--- config.mk ---
export PLATFORM = sky130hd
export DESIGN_NAME = phyreg_bridge
export DESIGN_NICKNAME = d
export VERILOG_FILES = /design/src/rtl/phyreg_pkg.sv /design/src/rtl/phyreg_hostregs.sv /design/src/rtl/phyreg_seq.sv /design/src/rtl/phyreg_bridge.sv
export SDC_FILE = /design/constraint.sdc
export NUM_CORES = 1
export LEC_CHECK = 0
export BUFFER_PORTS_ARGS = -buffer_cell sky130_fd_sc_hd__buf_2
export CORE_AREA = 2 2 66 130
export DETAILED_ROUTE_END_ITERATION = 10
export DIE_AREA = 0 0 68 132
export PLACE_DENSITY = 0.77
export SLEW_MARGIN = 25
export SYNTH_ARGS = -nofsm -noshare
export SYNTH_HDL_FRONTEND = slang
export SYNTH_SLANG_ARGS = --single-unit
--- constraint.sdc ---
create_clock -name clk -period 3.2 [get_ports clk]
set_input_delay 0.8 -clock clk [delete_from_list [all_inputs] [get_ports clk]]
set_output_delay 0.8 -clock clk [all_outputs]
set_load 0.005 [all_outputs]
--- src/rtl/phyreg_pkg.sv ---
package phyreg_pkg;

   // command codes carried on phy_cmd; index also selects the trigger slot
   typedef enum logic [1:0] {
      CMD_LATCH_ADDR = 2'd0,
      CMD_LATCH_DATA = 2'd1,
      CMD_FETCH      = 2'd2,
      CMD_STORE      = 2'd3
   } phy_cmd_e;

   localparam int NCMD = 4;

   typedef enum logic [1:0] {
      ST_IDLE = 2'd0,
      ST_REQ  = 2'd1,
      ST_DONE = 2'd2
   } seq_state_e;

endpackage

--- src/rtl/phyreg_hostregs.sv ---
module phyreg_hostregs
   import phyreg_pkg::*;
#(
   parameter int BUS_AW      = 8,
   parameter int BUS_DW      = 32,
   parameter int PHY_DW      = 16,
   parameter int OFS_DIN     = 'h0C,
   parameter int OFS_DOUT    = 'h10,
   parameter int OFS_TRIG    = 'h14,
   parameter int TRIG_STRIDE = 4
) (
   input  logic              clk,
   input  logic              rst,
   input  logic              host_sel,
   input  logic              host_wr,
   input  logic [BUS_AW-1:0] host_addr,
   input  logic [BUS_DW-1:0] host_wdata,
   output logic [BUS_DW-1:0] host_rdata,
   output logic [BUS_DW-1:0] din,
   output logic [NCMD-1:0]   fire,
   input  logic [NCMD-1:0]   busy,
   input  logic [PHY_DW-1:0] dout
);

   localparam logic [BUS_AW-1:0] A_DIN  = BUS_AW'(OFS_DIN);
   localparam logic [BUS_AW-1:0] A_DOUT = BUS_AW'(OFS_DOUT);

   logic              wr_stb;
   logic              rd_stb;
   logic [NCMD-1:0]   hit_trig;
   logic [BUS_DW-1:0] trig_rd [NCMD];

   assign wr_stb = host_sel & host_wr;
   assign rd_stb = host_sel & ~host_wr;

   always_ff @(posedge clk) begin
      if (rst) begin
         din <= '0;
      end else if (wr_stb && host_addr == A_DIN) begin
         din <= host_wdata;
      end
   end

   // one trigger slot per command, laid out at a fixed stride
   for (genvar i = 0; i < NCMD; i++) begin : g_trig
      localparam logic [BUS_AW-1:0] A_TRIG = BUS_AW'(OFS_TRIG + i * TRIG_STRIDE);
      assign hit_trig[i] = (host_addr == A_TRIG);
      assign fire[i]     = wr_stb & hit_trig[i] & host_wdata[0];
      assign trig_rd[i]  = BUS_DW'(busy[i]);
   end

   always_comb begin
      host_rdata = '0;
      if (rd_stb) begin
         if (host_addr == A_DIN) begin
            host_rdata = din;
         end
         if (host_addr == A_DOUT) begin
            host_rdata = BUS_DW'(dout);
         end
         for (int i = 0; i < NCMD; i++) begin
            if (hit_trig[i]) begin
               host_rdata = trig_rd[i];
            end
         end
      end
   end

endmodule

--- src/rtl/phyreg_seq.sv ---
module phyreg_seq
   import phyreg_pkg::*;
#(
   parameter int PHY_AW = 16,
   parameter int PHY_DW = 16
) (
   input  logic              clk,
   input  logic              rst,
   input  logic [NCMD-1:0]   fire,
   input  logic [PHY_AW-1:0] din_addr,
   input  logic [PHY_DW-1:0] din_data,
   output logic [NCMD-1:0]   busy,
   output logic [PHY_DW-1:0] rd_hold,
   output logic              phy_req,
   output logic [1:0]        phy_cmd,
   output logic [PHY_AW-1:0] phy_addr,
   output logic [PHY_DW-1:0] phy_wdata,
   input  logic              phy_ack,
   input  logic [PHY_DW-1:0] phy_rdata
);

   seq_state_e        st;
   phy_cmd_e          cmd_q;
   logic [PHY_AW-1:0] addr_q;
   logic [PHY_DW-1:0] wd_q;

   // lowest set trigger wins; a single host write only ever sets one
   function automatic phy_cmd_e pick(input logic [NCMD-1:0] f);
      phy_cmd_e c;
      c = CMD_LATCH_ADDR;
      for (int i = NCMD - 1; i >= 0; i--) begin
         if (f[i]) begin
            c = phy_cmd_e'(2'(i));
         end
      end
      return c;
   endfunction

   always_ff @(posedge clk) begin
      if (rst) begin
         st      <= ST_IDLE;
         cmd_q   <= CMD_LATCH_ADDR;
         busy    <= '0;
         addr_q  <= '0;
         wd_q    <= '0;
         rd_hold <= '0;
      end else begin
         case (st)
            ST_IDLE: begin
               if (|fire) begin
                  cmd_q <= pick(fire);
                  busy  <= NCMD'(1) << pick(fire);
                  st    <= ST_REQ;
                  if (pick(fire) == CMD_LATCH_ADDR) begin
                     addr_q <= din_addr;
                  end
                  if (pick(fire) == CMD_LATCH_DATA) begin
                     wd_q <= din_data;
                  end
               end
            end
            ST_REQ: begin
               if (phy_ack) begin
                  st <= ST_DONE;
                  if (cmd_q == CMD_FETCH) begin
                     rd_hold <= phy_rdata;
                  end
               end
            end
            ST_DONE: begin
               busy <= '0;
               st   <= ST_IDLE;
            end
            default: begin
               busy <= '0;
               st   <= ST_IDLE;
            end
         endcase
      end
   end

   assign phy_req   = (st == ST_REQ);
   assign phy_cmd   = cmd_q;
   assign phy_addr  = addr_q;
   assign phy_wdata = wd_q;

endmodule

--- src/rtl/phyreg_bridge.sv ---
module phyreg_bridge
   import phyreg_pkg::*;
#(
   parameter int BUS_AW      = 8,
   parameter int BUS_DW      = 32,
   parameter int PHY_AW      = 16,
   parameter int PHY_DW      = 16,
   parameter int OFS_DIN     = 'h0C,
   parameter int OFS_DOUT    = 'h10,
   parameter int OFS_TRIG    = 'h14,
   parameter int TRIG_STRIDE = 4
) (
   input  logic              clk,
   input  logic              rst,
   input  logic              host_sel,
   input  logic              host_wr,
   input  logic [BUS_AW-1:0] host_addr,
   input  logic [BUS_DW-1:0] host_wdata,
   output logic [BUS_DW-1:0] host_rdata,
   output logic              phy_req,
   output logic [1:0]        phy_cmd,
   output logic [PHY_AW-1:0] phy_addr,
   output logic [PHY_DW-1:0] phy_wdata,
   input  logic              phy_ack,
   input  logic [PHY_DW-1:0] phy_rdata
);

   localparam int TRIG_END = OFS_TRIG + NCMD * TRIG_STRIDE;

   if (PHY_AW > BUS_DW || PHY_DW > BUS_DW) begin : g_bad_width
      $error("PHY address and data must fit in the host data word");
   end
   if (TRIG_STRIDE < 1 || TRIG_END > (1 << BUS_AW)) begin : g_bad_trig
      $error("trigger slots do not fit the host address space");
   end
   if (OFS_DIN == OFS_DOUT) begin : g_bad_dio
      $error("data-in and data-out offsets collide");
   end
   if ((OFS_DIN >= OFS_TRIG && OFS_DIN < TRIG_END) ||
       (OFS_DOUT >= OFS_TRIG && OFS_DOUT < TRIG_END)) begin : g_bad_overlap
      $error("data register offset falls inside the trigger slots");
   end

   logic [BUS_DW-1:0] din_q;
   logic [NCMD-1:0]   fire;
   logic [NCMD-1:0]   busy_vec;
   logic [PHY_DW-1:0] dout_q;

   phyreg_hostregs #(
      .BUS_AW      (BUS_AW),
      .BUS_DW      (BUS_DW),
      .PHY_DW      (PHY_DW),
      .OFS_DIN     (OFS_DIN),
      .OFS_DOUT    (OFS_DOUT),
      .OFS_TRIG    (OFS_TRIG),
      .TRIG_STRIDE (TRIG_STRIDE)
   ) i_regs (
      .clk        (clk),
      .rst        (rst),
      .host_sel   (host_sel),
      .host_wr    (host_wr),
      .host_addr  (host_addr),
      .host_wdata (host_wdata),
      .host_rdata (host_rdata),
      .din        (din_q),
      .fire       (fire),
      .busy       (busy_vec),
      .dout       (dout_q)
   );

   phyreg_seq #(
      .PHY_AW (PHY_AW),
      .PHY_DW (PHY_DW)
   ) i_seq (
      .clk       (clk),
      .rst       (rst),
      .fire      (fire),
      .din_addr  (din_q[PHY_AW-1:0]),
      .din_data  (din_q[PHY_DW-1:0]),
      .busy      (busy_vec),
      .rd_hold   (dout_q),
      .phy_req   (phy_req),
      .phy_cmd   (phy_cmd),
      .phy_addr  (phy_addr),
      .phy_wdata (phy_wdata),
      .phy_ack   (phy_ack),
      .phy_rdata (phy_rdata)
   );

endmodule

==> summary.md, run 1 <==
| Metric | Value |
|---|---|
| CTS Sinks | `between 80 and 90` |
| Detail Route Antenna Nets | `0` |
| Most frequent CP cell | `buf_2` |
| Critical path type | `input pin to primary output` |
| CP max stage cell | `nor4b_4` |
| Grt total ovfl | `0` |
| Pwr Total | `between 2000 and 2500 µW` |
| Final-report hold violation count | `0` |
| Pleak | `about 0.002 µW` |
| Post-synth EDFFs | `0` |
| Syn Inst Count | `approximately 460` |
| Initial Util | `48.8%` |
| # port buffers | `between 100 and 150` |
| Router iterations before antenna repair | `4` |
| Switching Share | `between 20% and 30%` |
| Endpoint, Worst Hold | `i_regs.din[21]$_SDFFE_PP0P_` |
| Multi-input logic area | `between 1500 and 2000 µm²` |
| H-Tree Depth | `3` |
| Synth Register Bits | `between 80 and 90` |
| Worst Hold Launch | `i_regs.din[21]$_SDFFE_PP0P_` |
| Syn Std Cell Area | `3870 µm²` |
| Final wirelength | `roughly 11000 µm` |
| Part of the power in combinational logic | `between 4 and 5%` |
| Core footprint | `7940 µm²` |
| Syn Area/Cell | `between 8 and 9 µm²` |
| Peak supply drop | `0.377 mV` |
| Synth cell types | `43` |
| # diodes | `0` |
| Psw | `473 µW` |
| Gpl congestion | `0.835` |
| Synthesized netlist net count | `~520` |
| Via count | `3695` |
| Compound-cell area share of the yosys netlist | `about 15%` |
| Post-synth top flop | `dfxtp_1` |
| Simple-Gate Fraction of Synth Area | `a little over a quarter` |
| Final period util | `between 90% and 100%` |
| Hpwl dp | `8210 µm` |
| DRT iter0 DRCs | `about 210` |
| Slew Limit Fails | `0` |
| Post-route minimum period | `3.12 ns` |
| Final Util | `between 60% and 70%` |
| Layout cells sized above 1 | `28.9%` |
| Max Buffers Root-to-Sink | `2` |
| Reg-to-reg slack, setup | `1.36 ns` |
| Initial antenna violation count | `0` |
| Register area share after synthesis | `about 45%` |
| GRT Util Overall | `25.0%` |
| WP buf/inv | `3` |
| CTS resizes | `1` |
| Critical path required time | `roughly 2.4 ns` |
| Clock Skews | `roughly 0.0041 ns` |
| Skew-Pair Late Insertion Delay | `0.34 ns` |
| Smallest hold slack | `between 0.4 and 0.5 ns` |
| Worst path max stage delay | `0.34 ns` |
| Internal power | `about 1800 µW` |
| Area grow syn2layout | `28.1%` |
| Crit path max fanout | `6` |
| Worst Hold Class | `flop to flop` |
| CTS tree | `yes` |
| Startpoint class of the critical path | `input pin` |
| RR Startpoint | `i_seq.st[1]$_SDFFE_PP0P_` |
| Vias per cell | `between 5 and 6` |
| Critical path, cell by cell | `buf_2 -> buf_4 -> nor4b_4 -> nand2_1 -> o31ai_1 -> a21oi_1 -> a211oi_1 -> buf_2` |
| Area of the die | `between 8000 and 9000 µm²` |
| DRC viols | `0` |
| Worst setup EP type | `primary output` |
| Largest net degree at the start of global routing | `between 40 and 50` |
| Post-Synth XOR/XNOR Area | `0%` |
| FFs w/ async S/R, synth | `0%` |
| Synth Warn # | `0` |
| Reg area | `approximately 1800 µm²` |
| RSZ-0062 raised after global routing | `no` |
| Delay-heaviest family, CP | `compound AO/OA/AOI/OAI gates` |
| Synth Area in Adders | `0%` |
| Mean routed wirelength per cell | `16.2 µm` |
| Reg power frac | `48.0%` |
| Count of final setup violators | `0` |
| Max-slew headroom | `roughly 58%` |
| Post-CTS Setup Bufs | `0` |
| Status | `finished, final reports clean` |
| CTS Hold Bufs | `0` |
| Max cap viols | `0` |
| Die Width | `~68 µm` |
| Total CTS buffers | `9` |
| Multiplexer share of the synthesized area | `between 8 and 9%` |
| Clk root buf | `clkbuf_16` |
| I/O pin total | `about 130` |
| Peak Freq | `between 300 and 400 MHz` |
| Crit path depth | `8` |
| Worst Path Arrival | `~2.3 ns` |
| Fillers | `between 700 and 800` |
| Clock slew seen by the registers of the worst setup and hold paths | `roughly 0.06 ns` |
| # rows | `46` |
| Largest family of logic cells by synthesized area | `simple AND/OR/NAND/NOR gates` |
| Vias in the first global route | `approximately 3600` |
| Reg2reg path depth | `4` |
| Nets | `645` |
| Hold depth | `2` |
| First-pass GRT wire length | `around 17000 µm` |
| Tightest Pin Transition | `about 0.64 ns` |
| Die height | `around 130 µm` |
| R2r endpoint | `i_seq.phy_addr[11]$_SDFFE_PP0P_` |
| PwrDens | `about 460 nW/µm²` |
| Clock Power Share | `47.7%` |
## final cells by class
cell class	instances	area share (%)
multi-input cells	340	39.7
repair buffers	144	15.9
well taps	96	2.42
flip-flops and latches	88	35.5
clock buffers	12	5.37
clock inverters	4	1.03
inverters	1	0.0756
## cell usage after synthesis, drive strengths merged, types with 2 or more instances
cell type  instances  area, µm²
a21oi             56        280
a22oi             15        113
and2              17        106
and3               2       12.5
buf               11       68.8
clkbuf            21       78.8
dfxtp             88       1760
mux2i             33        330
nand2             69        259
nand2b            35        219
nand3             23        115
nand3b             2       15.0
nor2              44        173
nor3               3       20.0
nor4b              3       47.5
o21ai             18       90.1
or4b               2       20.0
## state kept, by name (all words and copies together), names as in the netlist
register,count
i_seq.phy_addr,16
i_seq.st,2
i_seq.phy_wdata,16
i_regs.din,32
i_seq.busy,4
i_seq.rd_hold,16
i_seq.phy_cmd,2
## metrics by stage
stage / instance area, µm² / setup WS, ns / cells / setup TNS, ns
finish: 4960 / 0.0845 / 685 / 0
global route: 4960 / 0.00382 / 685 / 0
CTS: 4960 / 0.0891 / 685 / 0
detailed placement: 4640 / -0.0512 / 669 / -0.514
global placement: 4640 / 0.0523 / 669 / 0
floorplan: 3870 / 0.341 / 461 / 0
## layout by cell type (no fill, tap or decap), drive strengths merged, types with 3 or more instances in the layout
master,count
clkbuf,12
nor2,44
buf,144
nand3,23
nor4b,3
nand2b,35
dfxtp,88
nand2,69
mux2i,33
and2,17
a22oi,15
a21oi,56
o21ai,18
nor3,3
## metal layers
metal	GRT usage [%]	share of wire, %	up-vias	routed length, µm
met3	5.04	4.2	23	468
met4	15.0	4.2	0	469
met2	45.1	55	102	6150
li1	-	-	1817	-
met5	0	0	-	0
met1	24.6	36	1753	4010
## worst reg2reg max path, cell delays in order, from the launching register on
cell and delay, ns:
dfxtp_1 0.32, nor3_1 0.47, a21bo_2 0.34, or2_1 0.40
mux2i_1 0.18
## cells by family (layout without fill, tap and decap cells)
| family | count (synthesis) | after routing |
|---|---|---|
| AND/OR/NAND/NOR | 208 | 208 |
| flip-flops | 88 | 88 |
| buffers and inverters | 33 | 161 |
| AO/OA/AOI/OAI | 99 | 99 |
| multiplexers | 33 | 33 |
## how the worst max path moves through the flow
stage	start	to	slack [ns]
global placement	host_addr[4]	host_rdata[19]	0.05
CTS	host_addr[5]	host_rdata[0]	0.09
global route	host_addr[3]	host_rdata[22]	0.004
floorplan	host_addr[5]	host_rdata[10]	0.34
detailed placement	host_addr[3]	host_rdata[19]	-0.05
finish	host_addr[5]	host_rdata[0]	0.08
## power groups by stage
stage / clock network (µW) / logic [µW] / registers (µW)
after floorplan: 0 / 37.1 / 1120
after global placement: 0 / 92.9 / 1120
after detailed placement: 0 / 94.9 / 1120
after CTS: 1110 / 95.3 / 1100
after global routing: 1150 / 103 / 1100
final: 1090 / 96.3 / 1100
No activity file was read; power rests on OpenSTA's default activity.
==> inputs of run 2 (changes only) <==
--- a/config.mk
+++ b/config.mk
@@ -6,10 +6,9 @@
 export NUM_CORES = 1
 export LEC_CHECK = 0
 export BUFFER_PORTS_ARGS = -buffer_cell sky130_fd_sc_hd__buf_2
-export CORE_AREA = 2 2 66 130
+export CORE_AREA = 2 2 73 145
 export DETAILED_ROUTE_END_ITERATION = 10
-export DIE_AREA = 0 0 68 132
-export PLACE_DENSITY = 0.77
+export DIE_AREA = 0 0 75 147
 export SLEW_MARGIN = 25
 export SYNTH_ARGS = -nofsm -noshare
 export SYNTH_HDL_FRONTEND = slang
==> summary.md, run 2 (same netlist as run 1, synthesis figures left out) <==
| Metric | Value |
|---|---|
| Clk root buf | `clkbuf_16` |
| # diodes | `0 (unchanged)` |
| Most flops, register | `i_regs.din` |
| Reg-to-reg slack, setup | `1.32 ns (-0.04 ns)` |
| Final setup margin | `0.156 ns (+0.0719 ns)` |
| Largest net degree at the start of global routing | `58 (+26%)` |
| CTS resizes | `0 (-1)` |
| Via count | `3552 (-3.9%)` |
| Status | `finished, final reports clean` |
| DRT iter0 DRCs | `240 (+14%)` |
| Tightest Pin Transition | `0.668 ns (+0.0329 ns)` |
| Vias in the first global route | `3219 (-10%)` |
| Commonest non-fill, non-tap cell in the layout | `buf_2` |
| Crit path max fanout | `7 (+1)` |
| Max Buffers Root-to-Sink | `2 (unchanged)` |
| CTS tree | `yes` |
| Worst Hold Launch | `i_regs.din[30]$_SDFFE_PP0P_` |
| Slew Limit Fails | `0 (unchanged)` |
| Final wirelength | `10000 µm (-9.6%)` |
| RSZ-0062 raised after global routing | `no` |
| Layout cells sized above 1 | `27.9% (-1.0 points)` |
| Cell total after placement | `704 (+5.2%)` |
| Nets | `641 (-0.62%)` |
| CTS Hold Bufs | `0 (unchanged)` |
| R2r endpoint | `i_seq.phy_addr[13]$_SDFFE_PP0P_` |
| Critical path required time | `2.40 ns (about the same)` |
| Fillers | `974 (+36%)` |
| Detail Route Antenna Nets | `0 (unchanged)` |
| Router iterations before antenna repair | `7 (+3)` |
| Hpwl dp | `7030 µm (-14%)` |
| Worst Path Arrival | `2.24 ns (-0.08 ns)` |
| Die height | `147 µm (+11%)` |
| Pleak | `0.00200 µW (-0.30%)` |
| Final-report hold violation count | `0 (unchanged)` |
| Place WS | `0.105 ns (+0.156 ns)` |
| Area of the die | `11000 µm² (+23%)` |
| # rows | `52 (+13%)` |
| Final period util | `95.1% (-2.2 points)` |
| Critical path type | `input pin to primary output` |
| Grt total ovfl | `0 (unchanged)` |
| Max reg flops | `32 (unchanged)` |
| Max cap viols | `0 (unchanged)` |
| Initial antenna violation count | `0 (unchanged)` |
| Total CTS buffers | `9 (unchanged)` |
| Reg2reg path depth | `4 (unchanged)` |
| Clock slew seen by the registers of the worst setup and hold paths | `0.05 ns (about the same)` |
| Count of final setup violators | `0 (unchanged)` |
| Commonest cells after routing, fill and taps aside | `buf_2, dfxtp_1, nand2_1` |
| Skew-Pair Late Insertion Delay | `0.34 ns (about the same)` |
| # port buffers | `127 (unchanged)` |
| H-Tree Depth | `3 (unchanged)` |
| I/O pin total | `128 (unchanged)` |
| Gpl congestion | `0.834 (about the same)` |
| GRT Util Overall | `19.0% (-6.1 points)` |
| Core footprint | `9950 µm² (+25%)` |
| Post-layout instance area | `5010 µm² (+0.91%)` |
| Worst Hold Class | `flop to flop` |
| Setup TNS | `0 ns (unchanged)` |
| Endpoint, Worst Hold | `i_regs.din[30]$_SDFFE_PP0P_` |
| Final cell count without fillers | `720 (+5.1%)` |
| Startpoint class of the critical path | `input pin` |
| Mean routed wirelength per cell | `13.9 µm (-14%)` |
| Placed instance area | `4670 µm² (+0.67%)` |
| CTS Sinks | `88 (unchanged)` |
| Smallest hold slack | `0.446 ns (-0.00443 ns)` |
| Post-route minimum period | `3.04 ns (-0.0719 ns)` |
| Post-CTS Setup Bufs | `0 (unchanged)` |
| Peak Freq | `329 MHz (+2.4%)` |
| PwrDens | `467 nW/µm² (+1.5%)` |
| Area grow syn2layout | `29.3%` |
| Max-slew headroom | `55.4% (-2.2 points)` |
| Peak supply drop | `0.261 mV (-31%)` |
| First-pass GRT wire length | `16400 µm (-2.4%)` |
| Vias per cell | `4.93 (-8.5%)` |
| Initial Util | `38.9% (-9.9 points)` |
| Hold depth | `2 (unchanged)` |
| Worst setup EP type | `primary output` |
| DRC viols | `0 (unchanged)` |
| RR Startpoint | `i_seq.st[1]$_SDFFE_PP0P_` |
| Clock Skews | `0.00328 ns (-0.000774 ns)` |
| Die Width | `75 µm (+10%)` |
-- run 2: changes by cell type in the layout (fill, tap and decap cells not counted), sizes merged --
cell and delta:
buf -4, bufinv +1, clkbuf +2, clkinv -2, clkinvlp -1
-- run 2: layout make-up --
class                           count  area (µm²)  share of cell area (%)
Sequential cell                    88        1760                    35.2
Multi-Input combinational cell    340        1970                    39.3
Clock buffer                       14         274                    5.47
Timing Repair Buffer              140         771                    15.4
Inverter                            1        3.75                  0.0750
Tap cell                          135         169                    3.37
Clock inverter                      2        60.1                    1.20
-- run 2: how the worst max path moves through the flow --
stage                       startpoint              to  slack, ns  cells after the start
after floorplan           host_addr[5]  host_rdata[10]       0.34                      6
after global placement    host_addr[5]   host_rdata[0]       0.13                      7
after detailed placement  host_addr[5]   host_rdata[0]       0.10                      7
after CTS                 host_addr[5]   host_rdata[0]       0.10                      7
after global routing      host_addr[5]   host_rdata[7]       0.06                      7
final                     host_addr[5]   host_rdata[0]       0.16                      7
-- run 2: power by group --
group | leakage [µW] | total, µW | internal, µW | switching (µW)
registers | 0.000708 | 1100 | 1100 | 0.325
clock network | 0.000163 | 1150 | 748 | 400
logic | 0.00113 | 94.0 | 44.1 | 49.9
total | 0.00200 | 2340 | 1890 | 450
-- run 2: routing by layer --
metal	wire length [µm]	vias to the layer above	track usage, %	share of wire, %
li1	-	1814	-	-
met2	4450	141	26.9	44
met4	98	0	5.18	0.98
met3	801	8	5.28	8.0
met1	4680	1589	28.0	47
met5	0	-	0	0
-- run 2: metrics by stage --
step,power (µW),utilization [%]
after CTS,2360,50.3
after floorplan,1160,-
after global placement,1220,46.9
after global routing,2430,50.3
after detailed placement,1210,46.9
final,2340,50.3
-- run 2: worst max-delay path, stage by stage --
cell and delay (ns):
buf_2 0.14, nor4_1 0.52, nand3_1 0.16, o31ai_1 0.10
a21oi_1 0.10, a211oi_1 0.27, buf_2 0.16
==> inputs of run 3 (changes only) <==
--- a/config.mk
+++ b/config.mk
@@ -9,6 +9,7 @@
 export CORE_AREA = 2 2 73 145
 export DETAILED_ROUTE_END_ITERATION = 10
 export DIE_AREA = 0 0 75 147
+export PLACE_DENSITY = 0.73
 export SLEW_MARGIN = 25
 export SYNTH_ARGS = -nofsm -noshare
 export SYNTH_HDL_FRONTEND = slang
==> summary.md, run 3 (same netlist as run 1, synthesis figures left out) <==
| Metric | Value |
|---|---|
| Status | `finished, final reports clean` |
| First-pass GRT wire length | `15800 µm (-3.1%)` |
| Area grow syn2layout | `27.1%` |
| Max-slew headroom | `42.6% (-13 points)` |
| Initial Util | `38.9% (unchanged)` |
| Count of final setup violators | `0 (unchanged)` |
| Mean routed wirelength per cell | `13.8 µm (-1.1%)` |
| Hpwl dp | `7040 µm (+0.13%)` |
| # port buffers | `127 (unchanged)` |
| Grt total ovfl | `0 (unchanged)` |
| H-Tree Depth | `3 (unchanged)` |
| Gpl congestion | `0.842 (+0.89%)` |
| Max Buffers Root-to-Sink | `2 (unchanged)` |
| DRT iter0 DRCs | `235 (-2.1%)` |
| I/O pin total | `128 (unchanged)` |
| Clock slew seen by the registers of the worst setup and hold paths | `0.06 ns (about the same)` |
| Die height | `147 µm (unchanged)` |
| Tightest Pin Transition | `0.861 ns (+0.192 ns)` |
| # diodes | `0 (unchanged)` |
| Worst setup EP type | `primary output` |
| Worst Hold Class | `flop to flop` |
| Largest net degree at the start of global routing | `59 (+1.7%)` |
| Layout cells sized above 1 | `28.2% (+0.34 points)` |
| Core footprint | `9950 µm² (unchanged)` |
| PwrDens | `436 nW/µm² (-6.7%)` |
| Via count | `3579 (+0.76%)` |
| Area of the die | `11000 µm² (unchanged)` |
| Crit path max fanout | `5 (-2)` |
| Final setup margin | `0.166 ns (+0.00939 ns)` |
| Final wirelength | `9920 µm (-1.1%)` |
| Final period util | `94.8% (-0.29 points)` |
| Max reg flops | `32 (unchanged)` |
| RSZ-0062 raised after global routing | `no` |
| Peak Freq | `330 MHz (+0.31%)` |
| Place WS | `0.0516 ns (-0.0533 ns)` |
| Vias in the first global route | `3208 (-0.34%)` |
| Startpoint class of the critical path | `input pin` |
| Detail Route Antenna Nets | `0 (unchanged)` |
| Critical path required time | `2.40 ns (about the same)` |
| Peak supply drop | `0.272 mV (+3.9%)` |
| # rows | `52 (unchanged)` |
| CTS tree | `yes` |
| Final Util | `49.5% (-0.84 points)` |
| Fillers | `987 (+1.3%)` |
| Final-report hold violation count | `0 (unchanged)` |
| Initial antenna violation count | `0 (unchanged)` |
| GRT Util Overall | `18.4% (-0.58 points)` |
| Total CTS buffers | `9 (unchanged)` |
| Post-route minimum period | `3.03 ns (-0.00939 ns)` |
| Router iterations before antenna repair | `5 (-2)` |
| Most flops, register | `i_regs.din` |
| Pleak | `0.00197 µW (-1.7%)` |
| Vias per cell | `4.97 (+0.76%)` |
| Critical path type | `input pin to primary output` |
| Clk root buf | `clkbuf_16` |
| Commonest cells after routing, fill and taps aside | `buf_2, dfxtp_1, nand2_1` |
| Die Width | `75 µm (unchanged)` |
| Hold depth | `2 (unchanged)` |
| Slew Limit Fails | `0 (unchanged)` |
| Max cap viols | `0 (unchanged)` |
| CTS Sinks | `88 (unchanged)` |
| Worst Path Arrival | `2.23 ns (about the same)` |
| Skew-Pair Late Insertion Delay | `0.33 ns (about the same)` |
| Commonest non-fill, non-tap cell in the layout | `buf_2` |
| DRC viols | `0 (unchanged)` |
| Setup TNS | `0 ns (unchanged)` |
| Reg2reg path depth | `4 (unchanged)` |
| Nets | `642 (+0.16%)` |
| Clock Skews | `0.00427 ns (+0.000987 ns)` |
## run 3: cell count changes in the layout (fill, tap and decap cells not counted)
cell | previous run | this run
bufinv_16 | 2 | 0
buf_12 | 3 | 0
clkbuf_1 | 2 | 1
nor4_1 | 1 | 0
clkinv_2 | 0 | 2
clkinvlp_4 | 0 | 1
nor4_2 | 0 | 1
clkbuf_8 | 3 | 2
buf_4 | 10 | 14
## run 3: worst paths after layout
check,from,end,slack [ns]
worst max-delay path,host_addr[6],host_rdata[0],0.17
worst min-delay path,i_regs.din[25]$_SDFFE_PP0P_,i_regs.din[25]$_SDFFE_PP0P_,0.44
worst max register to register,i_seq.st[1]$_SDFFE_PP0P_,i_seq.phy_addr[13]$_SDFFE_PP0P_,1.37
worst min register to register,i_regs.din[25]$_SDFFE_PP0P_,i_regs.din[25]$_SDFFE_PP0P_,0.44
## run 3: cell type report
type / instances / area [µm²] / area share, %
multi-input combinational: 340 / 1970 / 40.1
sequential: 88 / 1760 / 35.8
timing repair buffer: 141 / 741 / 15.0
clock buffer: 12 / 256 / 5.21
tap: 135 / 169 / 3.43
clock inverter: 3 / 17.5 / 0.356
inverter: 1 / 3.75 / 0.0762
## run 3: what timing repair did
item / 4_1_cts / 5_1_grt
setup buffers: 0 / 0
hold buffers: 0 / 0
endpoints found under the setup margin: 0 / 3
resized for setup: 0 / 1
## run 3: per-stage QoR
step                      cells  power [µW]  hold WS [ns]  area [µm²]
final                       720        2150         0.444        4920
after global routing        720        2230         0.471        4920
after CTS                   720        2170         0.448        4910
after detailed placement    705        1210         0.440        4640
after global placement      705        1210         0.435        4640
after floorplan             461        1160         0.427        3870
## run 3: where the power goes
| group | total [µW] | switching, µW | internal (µW) |
|---|---|---|---|
| sequential | 1100 | 0.341 | 1100 |
| clock | 955 | 394 | 561 |
| combinational | 94.5 | 51.1 | 43.5 |
## run 3: routing by layer
layer	up-vias	track usage (%)	wire length, µm
li1	1814	-	-
met1	1610	27.8	4760
met2	144	26.1	4330
met3	11	4.32	706
met4	0	4.91	122
met5	-	0	0
## run 3: worst max-delay path, cell delays in order
cell and delay, ns:
buf_2 0.14, nor4b_4 0.36, nand2_1 0.14, o31ai_1 0.26, a21oi_1 0.10, a211oi_1 0.28
buf_2 0.16
